<file path="src/rtl/ccmp_unit.sv">
module ccmp_unit #(
  parameter int XLEN = 64
) (
  input  logic            clk,
  input  logic            rst_n,
  input  logic            in_valid,
  input  logic [31:0]     instr,
  input  logic [3:0]      flags_in,
  input  logic [XLEN-1:0] rn_val,
  input  logic [XLEN-1:0] rm_val,
  output logic            out_valid,
  output logic [3:0]      flags_out,
  output logic            undef_out
);
  localparam int HALF  = XLEN / 2;
  localparam int IMM_W = 5;
  localparam logic [4:0] ZERO_IDX = 5'd31;

  logic       sf, op, set_bit, use_imm, rsv_a, rsv_b;
  logic [4:0] b_idx, a_idx;
  logic [3:0] cond, lit;

  assign sf      = instr[31];
  assign op      = instr[30];
  assign set_bit = instr[29];
  assign b_idx   = instr[20:16];
  assign cond    = instr[15:12];
  assign use_imm = instr[11];
  assign rsv_a   = instr[10];
  assign a_idx   = instr[9:5];
  assign rsv_b   = instr[4];
  assign lit     = instr[3:0];

  logic unused_opc;
  assign unused_opc = ^instr[28:21];

  logic illegal;
  assign illegal = ~set_bit | rsv_a | rsv_b;

  logic fn, fz, fc, fv;
  assign {fn, fz, fc, fv} = flags_in;

  logic base, cond_ok;
  always_comb begin
    case (cond[3:1])
      3'd0:    base = fz;
      3'd1:    base = fc;
      3'd2:    base = fn;
      3'd3:    base = fv;
      3'd4:    base = fc & ~fz;
      3'd5:    base = (fn == fv);
      3'd6:    base = ~fz & (fn == fv);
      default: base = 1'b1;
    endcase
  end
  assign cond_ok = (cond[3:1] == 3'b111) ? 1'b1 : (base ^ cond[0]);

  logic [XLEN-1:0] opa, opb, binv;
  assign opa  = (a_idx == ZERO_IDX) ? '0 : rn_val;
  assign opb  = use_imm ? {{(XLEN-IMM_W){1'b0}}, b_idx}
                        : ((b_idx == ZERO_IDX) ? '0 : rm_val);
  assign binv = op ? ~opb : opb;

  logic [XLEN:0] sum_w;
  logic [HALF:0] sum_h;
  assign sum_w = {1'b0, opa} + {1'b0, binv} + {{XLEN{1'b0}}, op};
  assign sum_h = {1'b0, opa[HALF-1:0]} + {1'b0, binv[HALF-1:0]} + {{HALF{1'b0}}, op};

  logic [3:0] flags_w, flags_h, cmp_flags, next_flags;
  assign flags_w = {sum_w[XLEN-1], ~|sum_w[XLEN-1:0], sum_w[XLEN],
                    (opa[XLEN-1] == binv[XLEN-1]) & (sum_w[XLEN-1] != opa[XLEN-1])};
  assign flags_h = {sum_h[HALF-1], ~|sum_h[HALF-1:0], sum_h[HALF],
                    (opa[HALF-1] == binv[HALF-1]) & (sum_h[HALF-1] != opa[HALF-1])};
  assign cmp_flags  = sf ? flags_w : flags_h;
  assign next_flags = illegal ? flags_in : (cond_ok ? cmp_flags : lit);

  always_ff @(posedge clk or negedge rst_n) begin
    if (!rst_n) begin
      out_valid <= 1'b0;
      flags_out <= 4'h0;
      undef_out <= 1'b0;
    end else begin
      out_valid <= in_valid;
      if (in_valid) begin
        flags_out <= next_flags;
        undef_out <= illegal;
      end
    end
  end

  assert_valid_rise_R1: assert property (@(posedge clk) disable iff (!rst_n)
    in_valid |=> out_valid);
  assert_valid_fall_R1: assert property (@(posedge clk) disable iff (!rst_n)
    !in_valid |=> !out_valid);
  assert_clear_s_keeps_R2: assert property (@(posedge clk) disable iff (!rst_n)
    in_valid && !instr[29] |=> undef_out && flags_out == $past(flags_in));
  assert_reserved_keeps_R3: assert property (@(posedge clk) disable iff (!rst_n)
    in_valid && (instr[10] || instr[4]) |=> undef_out && flags_out == $past(flags_in));
  assert_always_compares_R4: assert property (@(posedge clk) disable iff (!rst_n)
    in_valid && !illegal && instr[15:13] == 3'b111 |=> flags_out == $past(cmp_flags));
  assert_fail_loads_lit_R6: assert property (@(posedge clk) disable iff (!rst_n)
    in_valid && !illegal && !cond_ok |=> !undef_out && flags_out == $past(instr[3:0]));
  assert_equal_sub_R7: assert property (@(posedge clk) disable iff (!rst_n)
    in_valid && !illegal && cond_ok && op && sf && opa == opb |=> flags_out[2:1] == 2'b11);
  assert_idle_holds_R11: assert property (@(posedge clk) disable iff (!rst_n)
    !in_valid |=> $stable(flags_out) && $stable(undef_out));
endmodule

</file>
<file path="config.mk">
export PLATFORM = sky130hd
export DESIGN_NAME = ccmp_unit
export DESIGN_NICKNAME = d
export VERILOG_FILES = /design/src/rtl/ccmp_unit.sv
export SDC_FILE = /design/constraint.sdc
export NUM_CORES = 1
export LEC_CHECK = 0
export ABC_AREA = 1
export BUFFER_PORTS_ARGS = -buffer_cell sky130_fd_sc_hd__buf_2
export CORE_MARGIN = 5
export CORE_UTILIZATION = 55
export DETAILED_ROUTE_END_ITERATION = 16
export PLACE_DENSITY = 0.85
export SLEW_MARGIN = 40
export SYNTH_ARGS = -nofsm -noshare
export SYNTH_HDL_FRONTEND = slang
export SYNTH_SLANG_ARGS = --single-unit
</file>
<file path="constraint.sdc">
create_clock -name clk -period 1.9 [get_ports clk]
set_clock_uncertainty 0.1 [all_clocks]
set_input_delay 0.095 -clock clk [delete_from_list [all_inputs] [get_ports clk]]
set_output_delay 0.095 -clock clk [all_outputs]
set_load 0.005 [all_outputs]
</file>
==> Word level (Yosys, flattened, before mapping) <==
Cells that the tools add are included.
{ "classes": {"n_addsub": 4, "eq_ne": 14, "mux": 9, "n_bitwise": 10, "n_reduce_logical": 5} }
{ "ops": {"columns": ["cell", "count"], "rows": [
  ["$mux 64", 4],
  ["$add 64x64->65", 1],
  ["$add 65x1->65", 1],
  ["$not 64->64", 1],
  ["$reduce_or 64->1", 1],
  ["$add 32x32->33", 1],
  ["$add 33x1->33", 1],
  ["$reduce_or 32->1", 1],
  ["$eq 3x3->1 const B", 4],
  ["$mux 4", 3],
  ["$eq 5x5->1 const B", 2],
  ["$pmux 1 s7", 1],
  ["$eq 3x2->1 const B", 2],
  ["$and 1x1->1", 4],
  ["$eq 1x1->1", 3],
  ["$eq 3x1->1 const B", 1],
  ["$logic_not 3->1", 1],
  ["$logic_not 1->1", 2],
  ["$ne 1x1->1", 2],
  ["$not 1->1", 2],
  ["$or 1x1->1", 2],
  ["$mux 1", 1],
  ["$xor 1x1->1", 1]
]} }
{ "word_totals": {"regBits": 6, "input_bits": 167, "output_inout_bits": 6} }

==> Logic depth before layout (Yosys ltp) <==
{ "logic_depth": {"ltp_word": 12, "ltp_mapped": 32, "mapped_depth_nobuf": 31} }

==> Worst setup path after synthesis <==
No wires, ideal clock.
{ "synth_timing": {"path_type": "input to register", "from": "input port instr[19]", "to": "register flags_out[2]", "arrival_time_ns": 2.810, "required_ns": 1.735, "path_slack_ns": -1.075, "path_stages": 28, "n_path_buf": 1, "cell_sequence": "nand3_1 o21ai_0 inv_2 clkbuf_1 a22oi_1 xor2_1 ha_1 nand2_2 inv_1 nand2_1 nand2_1 nand2_1 nand3_1 and2_1 o21ai_1 nand2_1 nor2_1 a21oi_1 nand2_1 nor2_1 nand3_1 nor2_1 nand2_1 nand2_1 nand2_1 nand2_1 nand2_1 nand2_1"} }
{ "synth_between": {"elab_chain_cells": 12, "word_cells_on_any_way": 16} }
{ "synth_rtl": {"columns": ["element", "line", "rtl"], "rows": [
  ["start: declaration", "7", "input logic [31:0] instr,"],
  ["$eq 5x5->1", "61", ": ((b_idx == ZERO_IDX) ? '0 : rm_val);"],
  ["$mux 64", "61", null],
  ["$mux 64 (*)", "60", "assign opb = use_imm ? {{(XLEN-IMM_W){1'b0}}, b_idx}"],
  ["$not 64->64", "62", "assign binv = op ? ~opb : opb;"],
  ["$mux 64 (*)", "62", null],
  ["$add 64x64->65 or $add 32x32->33 (tied branches)", "66, 67", null],
  ["$add 65x1->65 or $add 33x1->33 (tied branches)", "66, 67", null],
  ["$reduce_or 64->1 or $reduce_or 32->1 (tied branches)", "70, 72", null],
  ["$logic_not 1->1, on equally long branches", "70, 72", null],
  ["$mux 4 (*)", "74", "assign cmp_flags = sf ? flags_w : flags_h;"],
  ["$mux 4 (*) (2 in a row)", "75", "assign next_flags = illegal ? flags_in : (cond_ok ? cmp_flags : lit);"],
  ["end signal: assignment", "85", "flags_out <= next_flags;"],
  ["end: declaration", "12", "output logic [3:0] flags_out,"]
]} }
Mark *: on every way between the ends. The rest lies on a longest branch, timed or not.
A chain may end at the register's enable or synchronous reset.

==> Worst setup path in the final report <==
{ "layout_timing": {"from": "input port instr[18]", "to": "register flags_out[2]"} }
Same word-level chain as after synthesis.

==> results.toml <==
[detailed_routing]
ant_nets = 0
vias = 11320
wire_per_inst_um = 16.21
drt_iter0_drc = 1383
avgViaCountPerCell = 5.561
drcViolationCount = 0
drtPass1Iterations = 7
wl_um = 33010

[floorplanning]
row_count = 42
core_area_mm2 = 0.01319
initial_core_util_pct = 56.02
die_w_um = 125.9
io_pins = 173
fp.dieArea_mm2 = 0.01585
fp.dieH_um = 125.9

[synth]
synthMuxAreaShare_pct = 0
synth-edff-count = 0
synth-simple-area-share_pct = 47.32
syn_nets = 1701
ys_seq_area_share_pct = 2.032
ys_seq_elements = 6
ys_warn_count = 0
synth_common_cells = "452 x nand2_1, 258 x inv_1, 233 x nor2_1, 93 x a21oi_1, 80 x xor2_1"
ys_types = 46
synth_area_mm2 = 0.007390
synth.top_cell.area_share_pct = 22.96
synth-xor-area-share_pct = 10.55
synthArstFlopShare_pct = 100.0
post-synth-top-count-cell = "nand2_1"
ys_top_cells_by_area = "nand2_1 23%, inv_1 13%, nor2_1 12%"
synth_top_area_cell = "nand2_1"
synth_fa_ha_area_share_pct = 10.94
ys.flop_type = "dfrtp_1"
synth_top_family_by_area = "simple AND/OR/NAND/NOR gates"
syn-instance-count = 1470
synth_compound_area_share_pct = 14.48
synth.avg_cell_area_um2 = 5.027

[pwr]
internal_power_mw = 2.481
p_per_area_mw_per_mm2 = 493.9
power_switching_mw = 2.880
p_clk_share_pct = 6.8
vdd_drop_max_mv = 0.3089
comb_power_share_pct = 90.5
finalPower_mw = 5.361
swShare_pct = 53.73
cellLeakagePower_nw = 6.113
p_seq_share_pct = 2.8

[worst_setup_path]
worst_ep_required_time_ns = 1.97
crit_path_start = "instr[18]"
crit_type = "input pin to flip-flop"
regToRegStartpoint = "flags_out[1]"
cp-end-kind = "flip-flop"
cp_data_arrival_time_ns = 3.53
worstSetupStartpointType = "input pin"
worst-path-max-fanout = 31

[run_status]
violations = "negative setup slack"
status = "finished with violations"

[placement]
port_buffers = 164
place_inst = 2009
place_congestion = 1.075
postPlaceCellArea_mm2 = 0.01017
place_ws_ns = -1.596
place_hpwl_um = 25460

[sta]
finalMaxSlewViolations = 0
fin_crit_sh_pct = 181.8
rsz0062_at_grt = "yes"
fin_crit_ns = 3.454
holdWs_ns = 0.07738
fmax_ghz = 0.2896
setup_tns_ns = -5.399
finalWorstSetupSlack_ns = -1.554
worstMarginPinSlew_ns = 0.4114
setup_viol = 4
final_hold_viol_count = 0
slew_headroom_pct = 72.39

[clock_network]
cts_tree = "built"
clk_path_buf_depth = 2
cts_made_buffers = 3
clk_latency_ns = 0.23
cts_htree_levels = 1
cts_sinks = 6
clk_pin_slew_ns = 0.04
root_buffer = "clkbuf_16"

[grt]
track_usage_pct = 38.88
grt_pass1_vias = 10730
antenna_found_initial = 0
grt_first_pass_wirelength_um = 51360
grt_max_degree = 32
overflow = 0

[finish]
final_area_mm2 = 0.01085
drive_gt1_share_pct = 29.89
n_fill_cell = 942
area_delta_synth_final_pct = 46.89
nets = 2093
finalNonFillerCells = 2036
diodes = 0
utilization_pct = 82.29

[min_path]
holdCritPathClass = "input pin to flip-flop"
worstHoldStart = "instr[1]"

[job]
cap_violations = 0
[state kept, by name, summed over array words and instances (netlist names)]
signal / cells
flags_out: 4
undef_out: 1
out_valid: 1
[worst paths after layout]
path / end / slack [ns] / cells after the start
hold reg to reg: flags_out[3] / 0.40 / 2
max in group asynchronous: flags_out[1] / 1.39 / 2
hold / removal: flags_out[1] / 0.08 / 3
setup / recovery: flags_out[2] / -1.55 / 27
setup reg to reg: flags_out[1] / 1.04 / 4
min in group asynchronous: out_valid / 0.14 / 2
[critical path: stages]
cell and delay (ns):
buf_6 0.09, nand3_4 0.08, o21ai_2 0.12, inv_2 0.07, buf_12 0.16, a22oi_2 0.23, xor2_2 0.15, ha_4 0.32
nand2_2 0.08, buf_4 0.16, nor2_4 0.10, nor2_2 0.05, nor2_1 0.14, nor2_2 0.07, buf_4 0.13, a21o_1 0.14
nor2_1 0.09, nand2_1 0.07, nor2_1 0.13, nand4_1 0.17, nor2_1 0.17, nand3_1 0.15, nor3_2 0.18, nand2_1 0.09
nand2_1 0.10, nand2_1 0.08, nand2_2 0.09
[cell families after synthesis]
kind of cell / after synthesis
flops: 6
fa+ha+maj: 64
simple gates: 833
buf+inv: 289
xor+xnor: 89
compound gates: 189
[metal layers]
metal	track usage [%]	share of wire, %	vias up
met1	50.50	39	5045
met5	0	0	-
li1	-	-	5349
met3	7.748	12	166
met2	64.69	44	763
met4	12.49	4.9	0
[cell usage in the layout, fill, tap and decap left out, drive strengths merged, types with 2 or more instances in the layout]
| master | n |
|---|---|
| clkinv | 2 |
| dlygate4sd3 | 2 |
| nor2 | 240 |
| and2 | 2 |
| o21ai | 50 |
| ha | 63 |
| o211ai | 8 |
| a22oi | 4 |
| a21o | 6 |
| nor3b | 2 |
| o21a | 6 |
| xor2 | 80 |
| o21bai | 11 |
| a21oi | 94 |
| nand3 | 67 |
| o22ai | 3 |
| nor3 | 17 |
| clkbuf | 3 |
| nand2 | 474 |
| buf | 403 |
| xnor2 | 9 |
| or2 | 2 |
| a31oi | 2 |
| dfrtp | 6 |
| nand4 | 16 |
| a21boi | 2 |
| inv | 269 |
| nand3b | 9 |
[repair_timing]
action,4_1_cts,5_1_grt
hold buffers,2,0
setup endpoints to repair,4,4
setup buffers,15,7
pin swaps,39,24
gates resized for setup,61,48
hold endpoints to repair,7,0
[power by group through the flow]
stage          registers [mW]  clock network, mW  logic, mW
4_1_cts                 0.148              0.350       4.48
3_3_place_gp            0.148                  0       4.18
3_5_place_dp            0.148                  0       4.26
5_1_grt                 0.150              0.365       5.23
2_1_floorplan           0.150                  0       2.47
6_report                0.150              0.362       4.85
[final cells by class]
class | instances | area [um^2] | share of cell area, %
inverters | 271 | 1017 | 9.372
clock buffers | 3 | 75.07 | 0.6916
flip-flops and latches | 6 | 150.1 | 1.383
well taps | 176 | 220.2 | 2.029
repair buffers | 405 | 2800 | 25.80
multi-input cells | 1175 | 6591 | 60.73
(Power assumes the default switching activity.)
